--- config.mk ---
export PLATFORM = sky130hd
export DESIGN_NAME = ldma_engine
export DESIGN_NICKNAME = d
export VERILOG_FILES = /design/src/rtl/ldma_pkg.sv /design/src/rtl/ldma_ctrl_regs.sv /design/src/rtl/ldma_byte_align.sv /design/src/rtl/ldma_seq.sv /design/src/rtl/ldma_engine.sv
export SDC_FILE = /design/constraint.sdc
export NUM_CORES = 1
export LEC_CHECK = 0
export ABC_AREA = 1
export CAP_MARGIN = 20
export CORE_MARGIN = 2
export CORE_UTILIZATION = 52
export CTS_CLUSTER_DIAMETER = 200
export CTS_CLUSTER_SIZE = 20
export DETAILED_ROUTE_END_ITERATION = 12
export DONT_BUFFER_PORTS = 1
export GPL_TIMING_DRIVEN = 0
export PLACE_DENSITY = 0.67
export SYNTH_ARGS = -nofsm -noshare
export SYNTH_HDL_FRONTEND = slang
export SYNTH_SLANG_ARGS = --single-unit
--- constraint.sdc ---
create_clock -name clk -period 3.4 [get_ports clk]
set_input_delay 0.68 -clock clk [delete_from_list [all_inputs] [get_ports clk]]
set_output_delay 0.68 -clock clk [all_outputs]
set_load 0.02 [all_outputs]
--- src/rtl/ldma_pkg.sv ---
package ldma_pkg;
    localparam int WORD_W     = 32;
    localparam int IDX_W      = 16;
    localparam int IDX_LO     = 16;
    localparam int LANES      = WORD_W / 8;
    localparam int SH_W       = $clog2(LANES);
    localparam int CTL_EN     = 0;
    localparam int CTL_ALN    = 1;
    localparam int CTL_OFS_LO = 2;
    localparam int CMD_END    = 1;

    typedef enum logic [1:0] {
        ST_IDLE  = 2'd0,
        ST_FETCH = 2'd1,
        ST_DATA  = 2'd2
    } ldma_state_e;

    typedef struct packed {
        logic [WORD_W-1:0] first_addr;
        logic [SH_W-1:0]   shift;
    } ctl_regs_t;

    typedef struct packed {
        ldma_state_e       st;
        logic [1:0]        widx;
        logic [WORD_W-1:0] desc;
        logic [WORD_W-1:0] nxt;
        logic [WORD_W-1:0] bufa;
        logic [WORD_W-1:0] rd_addr;
        logic [WORD_W-1:0] cur;
        logic [WORD_W-1:0] remain;
        logic [WORD_W-1:0] rd_left;
        logic              last;
        logic [IDX_W-1:0]  idx;
        logic [WORD_W-1:0] prev;
        logic [WORD_W-1:0] odata;
        logic              primed;
        logic              ovalid;
        logic              pend;
        logic              stale;
        logic              done;
    } seq_regs_t;
endpackage

--- src/rtl/ldma_ctrl_regs.sv ---
module ldma_ctrl_regs
    import ldma_pkg::*;
(
    input  logic              clk,
    input  logic              rst_n,
    input  logic              reg_wr,
    input  logic              reg_sel,
    input  logic [WORD_W-1:0] reg_wdata,
    input  logic              busy,
    output logic [WORD_W-1:0] first_addr,
    output logic [SH_W-1:0]   shift,
    output logic              start,
    output logic              abort,
    output logic              clr_end
);
    ctl_regs_t q, d;
    logic ctl_wr;

    always_comb begin
        d       = q;
        ctl_wr  = reg_wr & reg_sel;
        start   = ctl_wr & reg_wdata[CTL_EN] & ~busy;
        abort   = ctl_wr & ~reg_wdata[CTL_EN];
        clr_end = ctl_wr;
        if (reg_wr && !reg_sel) begin
            d.first_addr = {reg_wdata[WORD_W-1:2], 2'b00};
        end
        if (start) begin
            d.shift = reg_wdata[CTL_ALN] ? reg_wdata[CTL_OFS_LO +: SH_W] : '0;
        end
    end

    always_ff @(posedge clk or negedge rst_n) begin
        if (!rst_n) q <= '0;
        else        q <= d;
    end

    assign first_addr = q.first_addr;
    assign shift      = q.shift;

    assert_shift_hold_R5: assert property (@(posedge clk) disable iff (!rst_n)
        busy && !start |=> $stable(shift));
endmodule

--- src/rtl/ldma_byte_align.sv ---
module ldma_byte_align
    import ldma_pkg::*;
(
    input  logic [WORD_W-1:0] lo_word,
    input  logic [WORD_W-1:0] hi_word,
    input  logic [SH_W-1:0]   shift,
    output logic [WORD_W-1:0] out_word
);
    logic [2*WORD_W-1:0] cat;
    assign cat = {hi_word, lo_word};

    for (genvar l = 0; l < LANES; l++) begin : g_lane
        assign out_word[8*l +: 8] = cat[8 * (l + int'(shift)) +: 8];
    end
endmodule

--- src/rtl/ldma_seq.sv ---
module ldma_seq
    import ldma_pkg::*;
(
    input  logic              clk,
    input  logic              rst_n,
    input  logic              start,
    input  logic              abort,
    input  logic              clr_end,
    input  logic [WORD_W-1:0] first_addr,
    input  logic [SH_W-1:0]   shift,
    output logic              mem_req_valid,
    input  logic              mem_req_ready,
    output logic [WORD_W-1:0] mem_req_addr,
    input  logic              mem_rsp_valid,
    input  logic [WORD_W-1:0] mem_rsp_data,
    output logic              fifo_valid,
    input  logic              fifo_ready,
    output logic [WORD_W-1:0] fifo_data,
    output logic              busy,
    output logic              dma_end,
    output logic [WORD_W-1:0] stat_desc_addr,
    output logic [WORD_W-1:0] stat_buf_addr,
    output logic [WORD_W-1:0] stat_remain,
    output logic [IDX_W-1:0]  stat_desc_idx
);
    seq_regs_t q, d;
    logic accept, take, pop;
    logic [WORD_W-1:0] aligned;

    ldma_byte_align u_align (
        .lo_word  (q.prev),
        .hi_word  (mem_rsp_data),
        .shift    (shift),
        .out_word (aligned)
    );

    assign mem_req_valid = ~q.pend &
        ((q.st == ST_FETCH) ||
         (q.st == ST_DATA && q.rd_left != '0 && !q.ovalid));
    assign mem_req_addr  = (q.st == ST_FETCH) ? (q.desc + {{(WORD_W-4){1'b0}}, q.widx, 2'b00})
                                              : q.rd_addr;

    always_comb begin
        d      = q;
        accept = mem_req_valid & mem_req_ready;
        take   = mem_rsp_valid & ~q.stale;
        pop    = q.ovalid & fifo_ready;
        d.pend = (q.pend & ~mem_rsp_valid) | accept;
        if (mem_rsp_valid && q.stale) d.stale = 1'b0;
        if (clr_end) d.done = 1'b0;

        unique case (q.st)
            ST_IDLE: begin
                if (start) begin
                    d.st   = ST_FETCH;
                    d.desc = first_addr;
                    d.widx = 2'd0;
                end
            end
            ST_FETCH: begin
                if (take) begin
                    d.widx = q.widx + 2'd1;
                    case (q.widx)
                        2'd0: d.nxt    = {mem_rsp_data[WORD_W-1:2], 2'b00};
                        2'd1: d.bufa   = mem_rsp_data;
                        2'd2: d.remain = {mem_rsp_data[WORD_W-1:2], 2'b00};
                        default: begin
                            d.last    = mem_rsp_data[CMD_END];
                            d.idx     = mem_rsp_data[IDX_LO +: IDX_W];
                            d.st      = ST_DATA;
                            d.rd_addr = {q.bufa[WORD_W-1:2], 2'b00};
                            d.cur     = q.bufa;
                            d.primed  = 1'b0;
                            d.rd_left = (q.remain == '0) ? '0
                                      : (q.remain >> 2) + WORD_W'(shift != '0);
                        end
                    endcase
                end
            end
            ST_DATA: begin
                if (take) begin
                    d.rd_addr = q.rd_addr + WORD_W'(4);
                    d.rd_left = q.rd_left - WORD_W'(1);
                    if (shift == '0) begin
                        d.ovalid = 1'b1;
                        d.odata  = mem_rsp_data;
                    end else if (!q.primed) begin
                        d.prev   = mem_rsp_data;
                        d.primed = 1'b1;
                    end else begin
                        d.ovalid = 1'b1;
                        d.odata  = aligned;
                        d.prev   = mem_rsp_data;
                    end
                end
                if (pop) begin
                    d.ovalid = 1'b0;
                    d.remain = q.remain - WORD_W'(4);
                    d.cur    = q.cur + WORD_W'(4);
                end
                if (q.remain == '0 && !q.ovalid) begin
                    if (q.last) begin
                        d.st   = ST_IDLE;
                        d.done = 1'b1;
                    end else begin
                        d.st   = ST_FETCH;
                        d.desc = q.nxt;
                        d.widx = 2'd0;
                    end
                end
            end
            default: d.st = ST_IDLE;
        endcase

        if (abort) begin
            d.st     = ST_IDLE;
            d.ovalid = 1'b0;
            d.done   = 1'b0;
            d.widx   = 2'd0;
            d.stale  = d.pend;
        end
    end

    always_ff @(posedge clk or negedge rst_n) begin
        if (!rst_n) q <= '0;
        else        q <= d;
    end

    assign fifo_valid     = q.ovalid;
    assign fifo_data      = q.odata;
    assign busy           = (q.st != ST_IDLE);
    assign dma_end        = q.done;
    assign stat_desc_addr = q.desc;
    assign stat_buf_addr  = q.cur;
    assign stat_remain    = q.remain;
    assign stat_desc_idx  = q.idx;

    assert_start_busy_R1: assert property (@(posedge clk) disable iff (!rst_n)
        start |=> busy);
    assert_end_idle_R3: assert property (@(posedge clk) disable iff (!rst_n)
        $rose(dma_end) |-> !busy);
    assert_abort_idle_R7: assert property (@(posedge clk) disable iff (!rst_n)
        abort |=> !busy && !fifo_valid && !dma_end);
    assert_idle_quiet_R7: assert property (@(posedge clk) disable iff (!rst_n)
        !busy |-> !fifo_valid && !mem_req_valid);
    assert_remain_step_R9: assert property (@(posedge clk) disable iff (!rst_n)
        fifo_valid && fifo_ready && !abort |=> stat_remain == $past(stat_remain) - 32'd4);
    assert_req_hold_R10: assert property (@(posedge clk) disable iff (!rst_n)
        mem_req_valid && !mem_req_ready && !abort |=> mem_req_valid && $stable(mem_req_addr));
    assert_fifo_hold_R10: assert property (@(posedge clk) disable iff (!rst_n)
        fifo_valid && !fifo_ready && !abort |=> fifo_valid && $stable(fifo_data));
endmodule

--- src/rtl/ldma_engine.sv ---
module ldma_engine
    import ldma_pkg::*;
(
    input  logic              clk,
    input  logic              rst_n,
    input  logic              reg_wr,
    input  logic              reg_sel,
    input  logic [WORD_W-1:0] reg_wdata,
    output logic              mem_req_valid,
    input  logic              mem_req_ready,
    output logic [WORD_W-1:0] mem_req_addr,
    input  logic              mem_rsp_valid,
    input  logic [WORD_W-1:0] mem_rsp_data,
    output logic              fifo_valid,
    input  logic              fifo_ready,
    output logic [WORD_W-1:0] fifo_data,
    output logic              busy,
    output logic              dma_end,
    output logic [WORD_W-1:0] stat_desc_addr,
    output logic [WORD_W-1:0] stat_buf_addr,
    output logic [WORD_W-1:0] stat_remain,
    output logic [IDX_W-1:0]  stat_desc_idx
);
    logic [WORD_W-1:0] first_addr;
    logic [SH_W-1:0]   shift;
    logic              start, abort, clr_end;

    ldma_ctrl_regs u_regs (
        .clk        (clk),
        .rst_n      (rst_n),
        .reg_wr     (reg_wr),
        .reg_sel    (reg_sel),
        .reg_wdata  (reg_wdata),
        .busy       (busy),
        .first_addr (first_addr),
        .shift      (shift),
        .start      (start),
        .abort      (abort),
        .clr_end    (clr_end)
    );

    ldma_seq u_seq (
        .clk            (clk),
        .rst_n          (rst_n),
        .start          (start),
        .abort          (abort),
        .clr_end        (clr_end),
        .first_addr     (first_addr),
        .shift          (shift),
        .mem_req_valid  (mem_req_valid),
        .mem_req_ready  (mem_req_ready),
        .mem_req_addr   (mem_req_addr),
        .mem_rsp_valid  (mem_rsp_valid),
        .mem_rsp_data   (mem_rsp_data),
        .fifo_valid     (fifo_valid),
        .fifo_ready     (fifo_ready),
        .fifo_data      (fifo_data),
        .busy           (busy),
        .dma_end        (dma_end),
        .stat_desc_addr (stat_desc_addr),
        .stat_buf_addr  (stat_buf_addr),
        .stat_remain    (stat_remain),
        .stat_desc_idx  (stat_desc_idx)
    );
endmodule

# == Word-level counts from Yosys, hierarchy flattened ==
# Cells that the tools add are included.
# totals
ff_bits,344
latchBits,0
ram_bits,0
romBits,0
inputBits,71
out_inout_bits,180
mem_count,0
# op_classes
n_addsub,10
mul,0
div,0
n_lt_le_gt_ge,0
n_eq_ne,18
n_shift,4
muxes,39
n_bitwise,17
n_reduce_logical,37
# ops
cell,n
case mux 128 bit (2 select lines),1
two-way mux 32 bit,7
variable part select 64 x 7 -> 8 bit,3
two-way mux 145 bit,1
two-way mux 64 bit,2
two-way mux 36 bit,2
adder 32 x 3 -> 32 bit (second input constant),2
case mux 32 bit (2 select lines),1
variable part select 64 x 6 -> 8 bit,1
two-way mux 49 bit,1
two-way mux 34 bit,1
adder 32 x 4 -> 32 bit,1
zero test 32 bit,1
nonzero test 32 bit,1
subtractor 32 x 1 -> 32 bit (second input constant),1
subtractor 32 x 3 -> 32 bit (second input constant),1
adder 30 x 1 -> 31 bit,1
AND reduction 4 bit,5
AND reduction 3 bit,6
two-way mux 1 bit,14
nonzero test 2 bit,7
inequality test 2 bit (second input constant),6
inequality test 3 bit (second input constant),4
case mux 2 bit (3 select lines),2
other kinds (21),53

# == Longest topological paths before layout ==
# logic_depth
ltp_word,8
ltp_mapped,15

# == By module ==
# A second synthesis with hierarchy kept.
# unflattened
hier_cells,3158
area_unflattened_um2,22157.5
# by_module_without_submodules
module,n_inst,cells_per_inst,area_per_inst_um2,seq_area_each_um2
ldma_seq,1,2738,19725.2,7707.4
ldma_ctrl_regs,1,153,1313.8,800.8
ldma_byte_align,1,267,1118.6,0.0

# == Worst setup path before layout ==
# No wires, ideal clock.
# synth_path
kind,register to output
start,register u_seq.q[310] in the netlist's numbering
end,output port mem_req_addr[28]
arrival_ns,1.981
required_time_ns,2.720
slack_ns,0.739
path_stages_with_launch,12
path_buffers,0
cell_sequence,dfrtp_1 -> ha_1 -> fa_1 -> nand2_1 -> nor2_1 -> nand2_1 -> inv_1 -> nand4_1 -> nor2_1 -> or2_2 -> nand3_1 -> o21ai_0
# synth_via
elab_chain_cells,2
# synth_lines
element,line_no,rtl
start: declaration,ldma_seq.sv:26,"seq_regs_t q, d;"
start signal: assignment,ldma_seq.sv:125,if (!rst_n) q <= '0;
start signal: assignment,ldma_seq.sv:126,else q <= d;
adder 32 x 4 -> 32 bit,ldma_seq.sv:40,"assign mem_req_addr = (q.st == ST_FETCH) ? (q.desc + {{(WORD_W-4){1'b0}}, q.widx, 2'b00})"
two-way mux 32 bit,ldma_seq.sv:40,
end: declaration,ldma_engine.sv:11,"output logic [WORD_W-1:0] mem_req_addr,"
# Every way passes these cells.

# == Worst setup path after layout ==
# Same ends and word-level chain as after synthesis.

==> reports/summary.txt <==
run status - finished with violations
failing checks - negative hold slack
clk buf depth - 3
syn_area_per_cell - 7.30 sq um
Synthesis Warnings - 0
EDFF count, synth - 0
layout cells sized above 1 - 12.7%
clk_lat worst skew - 0.54 ns
die area - 0.0419 sq mm
post-detail-place hpwl - 58.8 mm
RSZ-0062 raised after global routing - false
Setup TNS - 0 ns
Seq/Total Area, Yosys - 39.4%
Critical Setup Path Class - reg2out
CTS root buf - clkbuf_16
filler cell count - 3,930
actual slew at the worst max-slew pin - 1.08 ns
first-pass GRT wire length - 116 mm
total core area - 0.0397 sq mm
Row Count - 73
antenna violations before repair - 1
fraction of registers with async set/reset - 100%
via count - 19,985
Detailed Routing Iterations Pass 1 - 8
DIE HEIGHT - 205 microns
initial DRC count - 2,280
CTS tree - done
Required @ worst endpoint - 2.72 ns
register area - 0.00826 sq mm
final hold violation count - 330
starting density of the core - 52.8%
largest net degree at the start of global routing - 331
Worst Clk Skew - 0.0222 ns
library cells used by synthesis - 56
worst hold slack - -0.180 ns
relative slew slack - 27.8%
crit path cell chain - ha_1 > fa_1 > nand2_2 > nor2_2 > nand2_1 > inv_1 > nand4_1 > nor2_1 > or2_2 > nand3_1 > o21ai_2
Critical Path Start Type - flop
Slew Viols, Final - 0
Multi-input gate area - 0.0102 sq mm
Port Buf Inserts - 0
Syn Inst Count - 2,873
# H-tree levels - 1
HP Class - in2async
maximum vdd drop - 603 uV
Max Clock Freq - 0.304 GHz
CTS buffer count - 20
GRT Total Usage - 36.7%
Pwr per Cell Area - 973 mW/mm^2
crit-path max FO - 6
post-synth design cell area - 0.0210 sq mm
GP Congestion - 0.963
Setup crit end kind - primary output
Synth area leaders - dfrtp_1, nand2_1, o21ai_0
worst path bufs/invs - 1
Clock Pin Slew Worst Setup and Hold Paths - 0.09 ns
die width - 205 microns
DRT Wirelength - 77.4 mm
# DRC - 0
final worst path period share - 96.8%
crit path DAT - 2.61 ns
Synth top area share - 39.4%
CTS Sinks - 330
I/O pin total - 251
setup violators final - 0
Yosys reg bits - 330
Max-cap violations - 0
via/cell ratio - 5.82
vias in the first global route - 18,960
LEAKAGE - 10.3 nW
ys flop type - dfrtp_1
slowest stage cell, crit path - dfrtp_2
top cell type by total area after synthesis - dfrtp_1
antenna-violating nets left - 0
Top Family by Delay on Critical Path - simple AND/OR/NAND/NOR gates
fin nets - 2,996
wire length per cell - 22.5 microns
min Tclk post-route - 3.29 ns
max incr delay on CP - 0.45 ns
gr ovfl total - 0
Syn-to-layout area delta - 6.43%
placed cells by master, fill, tap and decap left out, types with 9 or more instances in the layout:
cell	synthesis	routed
xor2_1	44	44
nand4_1	44	44
nand3_1	160	160
a21oi_1	108	108
o21ai_1	34	40
o22ai_1	10	10
o211ai_1	18	18
xnor2_1	9	9
clkbuf_16	0	21
buf_6	12	12
a22oi_1	14	14
nand2_1	688	687
buf_4	150	156
mux2_2	30	30
ha_1	18	18
o21ai_2	20	25
nor2_2	14	14
o21ai_0	292	281
buf_2	40	41
dfrtp_1	330	327
or2_2	14	14
mux2i_1	30	30
inv_2	12	12
a31oi_1	37	35
nor3_1	46	45
nor2_1	342	340
clkbuf_1	53	51
inv_1	237	237
report_power, final:
| part | switching (mW) | internal [mW] |
|---|---|---|
| combinational | 7.90 | 3.85 |
| clock | 1.38 | 1.11 |
| sequential | 1.92 | 5.55 |
| total | 11.2 | 10.5 |
worst paths after layout:
kind / slack (ns) / end / cells past startpoint / from
worst max-delay path: 0.11 / mem_req_addr[28] / 11 / u_seq.q[310]$_DFFE_PN0P_
worst min-delay path: -0.18 / u_seq.stat_buf_addr[26]$_DFFE_PN0P_ / 0 / rst_n
worst max register to register: 0.62 / u_seq.q[102]$_DFFE_PN0P_ / 11 / u_seq.q[312]$_DFFE_PN0P_
worst min register to register: 0.49 / u_seq.q[270]$_DFFE_PN0P_ / 2 / u_seq.q[270]$_DFFE_PN0P_
max in group asynchronous: 3.03 / u_seq.fifo_data[3]$_DFFE_PN0P_ / 0 / rst_n
min in group clk: 0.28 / u_regs.first_addr[30]$_DFFE_PN0P_ / 1 / reg_wdata[30]
registers in the layout (all words and copies together) (netlist names):
register and flops:
u_seq.q 156, u_seq.dma_end 1, u_seq.stat_remain 30, u_seq.stat_desc_idx 16, u_regs.first_addr 30, u_seq.stat_buf_addr 32
u_seq.fifo_valid 1, u_seq.fifo_data 32, u_seq.stat_desc_addr 30, u_regs.shift 2
layout make-up:
type / count / share of cell area, %
Multi-Input combinational cell: 2031 / 45.5
Sequential cell: 330 / 37.0
Buffer: 266 / 7.66
Inverter: 251 / 4.23
Tap cell: 525 / 2.94
Clock buffer: 21 / 2.36
Timing Repair Buffer: 6 / 0.202
Clock inverter: 1 / 0.0505
Antenna cell: 1 / 0.0112
per-stage QoR:
step                setup WS, ns  total power, mW  area, sq um  utilization (%)  instances
CTS                      0.00788             21.4        22200             55.8       3425
floorplan                  0.739             15.5        21000                -       2878
global placement           0.428             18.7        21600             54.5       3403
finish                     0.109             21.7        22300             56.1       3432
global route             0.00168             23.1        22300             56.1       3431
detailed placement         0.417             18.9        21600             54.5       3403
timing repair:
| item | CTS | global route |
|---|---|---|
| buffers inserted | 0 | 6 |
| endpoints found under the hold margin | 330 | 330 |
| gates resized for setup | 11 | 25 |
| endpoints found under the setup margin | 11 | 18 |
| gates cloned | 0 | 0 |
| pin swaps | 0 | 1 |
synth_stat cells (14+ instances only):
cell type  number
a21oi_1       108
a22oi_1        14
a31oi_1        37
buf_2          40
buf_4         150
clkbuf_1       53
dfrtp_1       330
ha_1           18
inv_1         237
mux2_2         30
mux2i_1        30
nand2_1       688
nand3_1       160
nand4_1        44
nor2_1        342
nor2_2         14
nor3_1         46
o211ai_1       18
o21ai_0       292
o21ai_1        34
o21ai_2        20
or2_2          14
xor2_1         44
layer usage:
| layer | global-route usage, % | vias to the layer above | share of wire (%) |
|---|---|---|---|
| met1 | 49.9 | 9558 | 41 |
| li1 | - | 9293 | - |
| met2 | 57.8 | 957 | 45 |
| met5 | 0 | - | 0.0090 |
| met3 | 6.28 | 175 | 9.0 |
| met4 | 15.8 | 2 | 4.7 |
cell families after synthesis:
logic type / after synthesis / synth area share [%]
flops: 330 / 39.4
compound gates: 553 / 14.6
other cells: 1 / 0.0179
mux: 60 / 3.04
xor+xnor: 53 / 2.21
fa+ha+maj: 19 / 1.17
buf+inv: 517 / 12.6
simple gates: 1340 / 26.9
No activity file was read; power rests on OpenSTA's default activity.
